--- src/rtl/hostq_mailbox.sv ---
module hostq_mailbox #(
  parameter int DEPTH = 8,
  parameter int ADDR_W = 12,
  parameter logic [31:0] EMPTY_MARK = 32'h0000_0001
) (
  input  logic              clk,
  input  logic              rst_n,
  input  logic              bus_valid,
  input  logic              bus_write,
  input  logic [ADDR_W-1:0] bus_addr,
  input  logic [31:0]       bus_wdata,
  output logic [31:0]       bus_rdata,
  input  logic              push_valid,
  input  logic [31:0]       push_data,
  output logic              irq,
  output logic              ovf_pulse
);
  localparam int CW = $clog2(DEPTH + 1);
  localparam logic [CW-1:0] FULL_CNT = CW'(DEPTH);

  logic [31:0]   slot [DEPTH];
  logic [CW-1:0] cnt;
  logic          irq_en;
  logic          ovf_q;

  wire [7:0] off       = bus_addr[7:0];
  wire       rd        = bus_valid & ~bus_write;
  wire       wr        = bus_valid & bus_write;
  wire       empty     = (cnt == '0);
  wire       full      = (cnt == FULL_CNT);
  wire       in_popwin = (off[7:4] == 4'h8) && (off[1:0] == 2'b00);
  wire       rd_pop    = rd & in_popwin & ~empty;
  wire       push_acc  = push_valid & (~full | rd_pop);
  wire [CW-1:0] cnt_after_pop = cnt - CW'(rd_pop);

  genvar i;
  generate
    for (i = 0; i < DEPTH; i++) begin : g_slot
      logic [31:0] shifted;
      if (i == DEPTH - 1) begin : g_last
        assign shifted = rd_pop ? EMPTY_MARK : slot[i];
      end else begin : g_mid
        assign shifted = rd_pop ? slot[i+1] : slot[i];
      end
      always_ff @(posedge clk) begin
        if (!rst_n)
          slot[i] <= EMPTY_MARK;
        else if (push_acc && (cnt_after_pop == CW'(i)))
          slot[i] <= push_data;
        else
          slot[i] <= shifted;
      end
    end
  endgenerate

  always_ff @(posedge clk) begin
    if (!rst_n) begin
      cnt    <= '0;
      irq_en <= 1'b0;
      ovf_q  <= 1'b0;
    end else begin
      cnt   <= cnt_after_pop + CW'(push_acc);
      ovf_q <= push_valid & full & ~rd_pop;
      if (wr && off == 8'h9C)
        irq_en <= bus_wdata[0];
    end
  end

  logic [31:0] rd_val;
  always_comb begin
    rd_val = '0;
    if (in_popwin)
      rd_val = empty ? EMPTY_MARK : slot[0];
    else begin
      case (off)
        8'h90:   rd_val = slot[0];
        8'h98:   rd_val = {full, empty, 30'b0};
        8'h9C:   rd_val = {27'b0, ~empty, 3'b0, irq_en};
        default: rd_val = '0;
      endcase
    end
  end

  assign bus_rdata = rd ? rd_val : '0;
  assign irq       = irq_en & ~empty;
  assign ovf_pulse = ovf_q;
endmodule


--- config.mk ---
export PLATFORM = sky130hd
export DESIGN_NAME = hostq_mailbox
export DESIGN_NICKNAME = d
export VERILOG_FILES = /design/src/rtl/hostq_mailbox.sv
export SDC_FILE = /design/constraint.sdc
export NUM_CORES = 1
export LEC_CHECK = 0
export BUFFER_PORTS_ARGS = -buffer_cell sky130_fd_sc_hd__buf_2
export CORE_UTILIZATION = 60
export CTS_BUF_LIST = sky130_fd_sc_hd__clkbuf_4 sky130_fd_sc_hd__clkbuf_8
export DETAILED_ROUTE_END_ITERATION = 6
export PLACE_DENSITY = 0.89
export SLEW_MARGIN = 20
export SYNTH_ARGS = -nofsm -noshare
export SYNTH_HDL_FRONTEND = slang
export SYNTH_SLANG_ARGS = --single-unit
--- constraint.sdc ---
create_clock -name clk -period 10.4 [get_ports clk]
set_clock_uncertainty 0.05 [all_clocks]
set_input_delay 1.04 -clock clk [delete_from_list [all_inputs] [get_ports clk]]
set_output_delay 1.04 -clock clk [all_outputs]
set_load 0.01 [all_outputs]
# Word level (Yosys, flattened, before mapping)

Memories as Yosys holds them, arrays and structs flattened.
Index checks and enable logic that the tools add are counted.

Bitwise gates (word level): 29
Reduce and logical (&&, ||, !) cells: 13
Mux-type cells: 77
Add/subtract/negate cells: 2
Eq/ne operators: 12

Operators with widths:

| cell                 | count |
|---|---|
| $mux W32             | 27 |
| $pmux W32 S3         | 1 |
| $mux W1              | 49 |
| $eq A8 B8 Y1 const B | 3 |
| $or A1 B1 Y1         | 17 |
| $eq A4 B3 Y1 const B | 4 |
| $logic_and A1 B1 Y1  | 10 |
| $and A1 B1 Y1        | 8 |
| $eq A4 B2 Y1 const B | 2 |
| $eq A4 B4 Y1 const B | 2 |
| $logic_not A4 Y1     | 2 |
| $add A4 B1 Y4        | 1 |
| $eq A4 B1 Y1 const B | 1 |
| $not A1 Y1           | 4 |
| $sub A4 B1 Y4        | 1 |
| $logic_not A2 Y1     | 1 |

Bits in writable memories: 256
Logic and storage cells: 137
Memories kept: 1
Flip-flop bits (word level): 6

Memories:

| name | depth | bits a word | rd ports | clocked after Yosys merged registers in | wr ports | line | RTL |
|---|---|---|---|---|---|---|---|
| slot | 8     | 32          | 8        | 0                                       | 8        | 21   | `logic [31:0] slot [DEPTH];` |

# Logic depth before layout (Yosys ltp)

Word-level depth: 12
Mapped depth: 11
Mapped depth without buffers: 9

# Least setup slack after synthesis

No wires, ideal clock.

Path type: input -> register
From: input bus_addr[1]
To: memory slot[7][4], in the netlist slot[1][100], enable pin
Required time: 9.884 ns
Setup slack: 5.042 ns
Stages on the path: 9
Data arrival time: 4.842 ns
Buffers on the path: 0
Path through: nor4b_2 -> nand3_1 -> nor2_1 -> ha_1 -> ha_1 -> nor2b_1 -> a22o_2 -> nand2_1 -> o21ai_0

RTL lines:

| what               | line | RTL |
|---|---|---|
| start: declaration | 10   | `input logic [ADDR_W-1:0] bus_addr,` |
| end: declaration   | 21   |  |

==> flow_summary.yaml <==
placement:
  place_congestion: 0.875
  numPortBuffers: 79
  preCtsSetupSlack_ns: 5.05
  place_area_mm2: 0.0128
  post-dp-hpwl_um: 14000
  dp.cells: 1250
setup_path:
  r2r_setup_slack_ns: 5.95
  worst_path_dominant_cell_family: "simple AND/OR/NAND/NOR gates"
  cp_data_required_time_ns: 10.56
  start_kind: "input port"
  critPathBufInv: 2
  cp-end-kind: "register"
  r2r_cells: 9
  path_depth: 11
  cp.arrival_ns: 5.02
  criticalPathCategory: "input port to register"
  path_cells: "buf_2 > nor4b_2 > nand3_1 > nor2_1 > ha_1 > ha_1 > nand2_1 > o2bb2ai_2 > and3_2 > nand2b_1 > buf_4"
  critPathMaxFanout: 33
  critPathMaxStageDelay_ns: 0.94
  path_common_cell: "ha_1"
  cp_slowest_cell: "and3_2"
sta:
  rsz0062_at_grt: "false"
  finalCritPeriodShare_pct: 46.7
  report.final.slew_viol_count: 0
  tightest_slew_ns: 1.13
  max_freq_mhz: 206
  setup_viol: 0
  setup_slack_ns: 5.54
  relSlewSlack_pct: 24.6
  finalHoldViolCount: 0
  post-route-min-period_ns: 4.86
  fin_tns_setup_ns: 0
  holdWs_ns: 0.482
floorplan:
  dieArea_mm2: 0.0211
  die-height_um: 145
  rows: 52
  coreArea_mm2: 0.0202
  chipWidth_um: 145
  io_pins: 115
  start_util_pct: 61.2
clock_network:
  cts_buffer_depth: 3
  post_cts_buffers: 0
  cts_made_buffers: 42
  ctsHoldBuffers: 0
  cts_resized: 0
  clk_pin_slew_ns: 0.06
  cts-root-buf: "clkbuf_8"
  clock_latency_ns: 0.55
  h-tree-depth: 2
  cts_tree: "built"
  clock_sinks: 262
synth:
  synth_area_leaders: "edfxtp_1 62%, mux2i_1 18%, nand2_1 7.9%"
  synth_area_mm2: 0.0123
  synth_xor_xnor_area_share_pct: 0.355
  async_flop_share_pct: 0
  synth-seq-area-share_pct: 63.3
  ys_ff_latch: 262
  yosys.area_share.simple_pct: 13.7
  yosysWarnings: 0
  synth_top_family_by_area: "multiplexers"
  synth_top_area_cell: "edfxtp_1"
  synthFlopType: "edfxtp_1"
  syn_avg_cell_area_um2: 12.9
  synth_fp_nets: 1039
  syn_inst: 954
  synth_top_area_share_pct: 62.3
  synth_compound_area_share_pct: 0.740
  synth_edf_count: 256
  synthMuxAreaShare_pct: 18.3
  synth_cell_types: 38
  synthAdderAreaFrac_pct: 0.406
power_and_ir_drop:
  pwr-share-comb_pct: 7.8
  p_leak_nw: 6.13
  power_density_mw_per_mm2: 171
  intPower_mw: 1.80
  p_seq_share_pct: 54.7
  clkPwrFrac_pct: 37.5
  p_sw_share_pct: 22.5
  max-vdd-ir-drop_mv: 0.118
  switchingPower_mw: 0.523
global_routing:
  grt_pass1_vias: 7617
  grt_pass1_wl_um: 38100
  antenna_found_initial: 1
  grt_max_degree: 97
  grt_overflow: 0
  grt_usage_pct: 22.9
routing:
  drt-initial-drc-count: 528
  dr_total_vias: 7570
  drtPass1Iterations: 5
  vias_per_cell: 5.72
  drc_errors: 0
  antenna_left: 0
  wl_um: 23500
  avgRoutedWirePerCell_um: 17.8
worst_hold_path:
  holdPathStages: 2
  hold_path.class: "register to register"
final_layout:
  fin_area_mm2: 0.0136
  syn_to_final_growth_pct: 10.4
  fin_nets: 1109
  finalNonFillerCells: 1324
  fillCellCount: 1368
  drive_gt1_share_pct: 16.2
job:
  max_cap_viol_count: 0
status:
  outcome: "finished clean"
cells in the mapped netlist, types with 5 or more instances:
| cell | count |
|---|---|
| buf_4 | 6 |
| nand2_1 | 260 |
| nand4_1 | 5 |
| and2_1 | 31 |
| nor3_1 | 31 |
| mux2i_1 | 224 |
| buf_2 | 10 |
| inv_1 | 7 |
| dfxtp_1 | 6 |
| nor2b_1 | 5 |
| nor2_1 | 24 |
| clkbuf_1 | 36 |
| edfxtp_1 | 256 |
| buf_6 | 9 |
power by group through the flow:
| stage | combinational (mW) | clock, mW | sequential (mW) |
|---|---|---|---|
| finish | 0.181 | 0.872 | 1.27 |
| global route | 0.200 | 0.932 | 1.28 |
| CTS | 0.182 | 0.887 | 1.27 |
| detailed placement | 0.180 | 0 | 1.29 |
| global placement | 0.170 | 0 | 1.29 |
| floorplan | 0.134 | 0 | 1.29 |
flip-flops by register name (all words and copies together), names as in the netlist:
name	cells
ovf_pulse	1
slot	256
cnt	4
irq_en	1
worst register-to-register path: stages, from the launching register on:
cell and delay (ns):
dfxtp_1 0.37, nor4_4 0.45, nor2_1 0.18, ha_1 0.25
nor2b_1 0.16, xnor2_1 0.23, o2bb2ai_2 0.25, and3_2 0.94
nand2b_1 0.86, buf_4 0.39
layer usage:
| metal | vias to the layer above | part of all wire, % | global-route usage [%] |
|---|---|---|---|
| met5 | - | 0 | 0 |
| met4 | 0 | 3.7 | 11.2 |
| met3 | 66 | 5.3 | 3.98 |
| met2 | 237 | 53 | 40.4 |
| met1 | 3712 | 38 | 27.2 |
| li1 | 3555 | - | - |
stage by stage:
| stage | total power, mW | util (%) |
|---|---|---|
| 2_1_floorplan | 1.42 | - |
| 3_3_place_gp | 1.46 | 63.4 |
| 3_5_place_dp | 1.47 | 63.4 |
| 4_1_cts | 2.34 | 67.5 |
| 5_1_grt | 2.41 | 67.5 |
| 6_report | 2.32 | 67.5 |
final timing paths:
check / from / end
worst max-delay path: bus_addr[4] / slot[0][112]
worst min-delay path: irq_en / irq_en
worst max register to register: cnt[1] / slot[0][112]
worst min register to register: irq_en / irq_en
kinds of logic (layout without fill, tap and decap cells):
group,count (synthesis),after routing
simple gates,376,376
flops,262,262
mux,225,225
buf+inv,71,170
compound gates,11,11
xor+xnor,5,5
fa+ha+maj,4,4
other cells,0,1
cell usage in the layout (no fill, tap or decap), types with 6 or more instances in the layout:
| master | synthesis | routed |
|---|---|---|
| inv_1 | 7 | 7 |
| edfxtp_1 | 256 | 256 |
| clkinv_1 | 0 | 7 |
| nor2_1 | 24 | 24 |
| mux2i_1 | 224 | 224 |
| and2_1 | 31 | 31 |
| buf_4 | 6 | 11 |
| clkbuf_4 | 0 | 16 |
| buf_2 | 10 | 78 |
| nand2_1 | 260 | 259 |
| dfxtp_1 | 6 | 6 |
| clkbuf_8 | 0 | 43 |
| nor3_1 | 31 | 31 |
final cells by class:
| class | instances | area [um^2] | share of cell area (%) |
|---|---|---|---|
| repair buffers | 90 | 484 | 3.56 |
| well taps | 270 | 338 | 2.48 |
| multi-input cells | 621 | 4140 | 30.4 |
| inverters | 7 | 26.3 | 0.193 |
| clock inverters | 14 | 114 | 0.836 |
| flip-flops and latches | 262 | 7810 | 57.3 |
| clock buffers | 59 | 712 | 5.23 |
| diodes | 1 | 2.50 | 0.0184 |
Note: power is estimated with default switching activity, not from simulation.
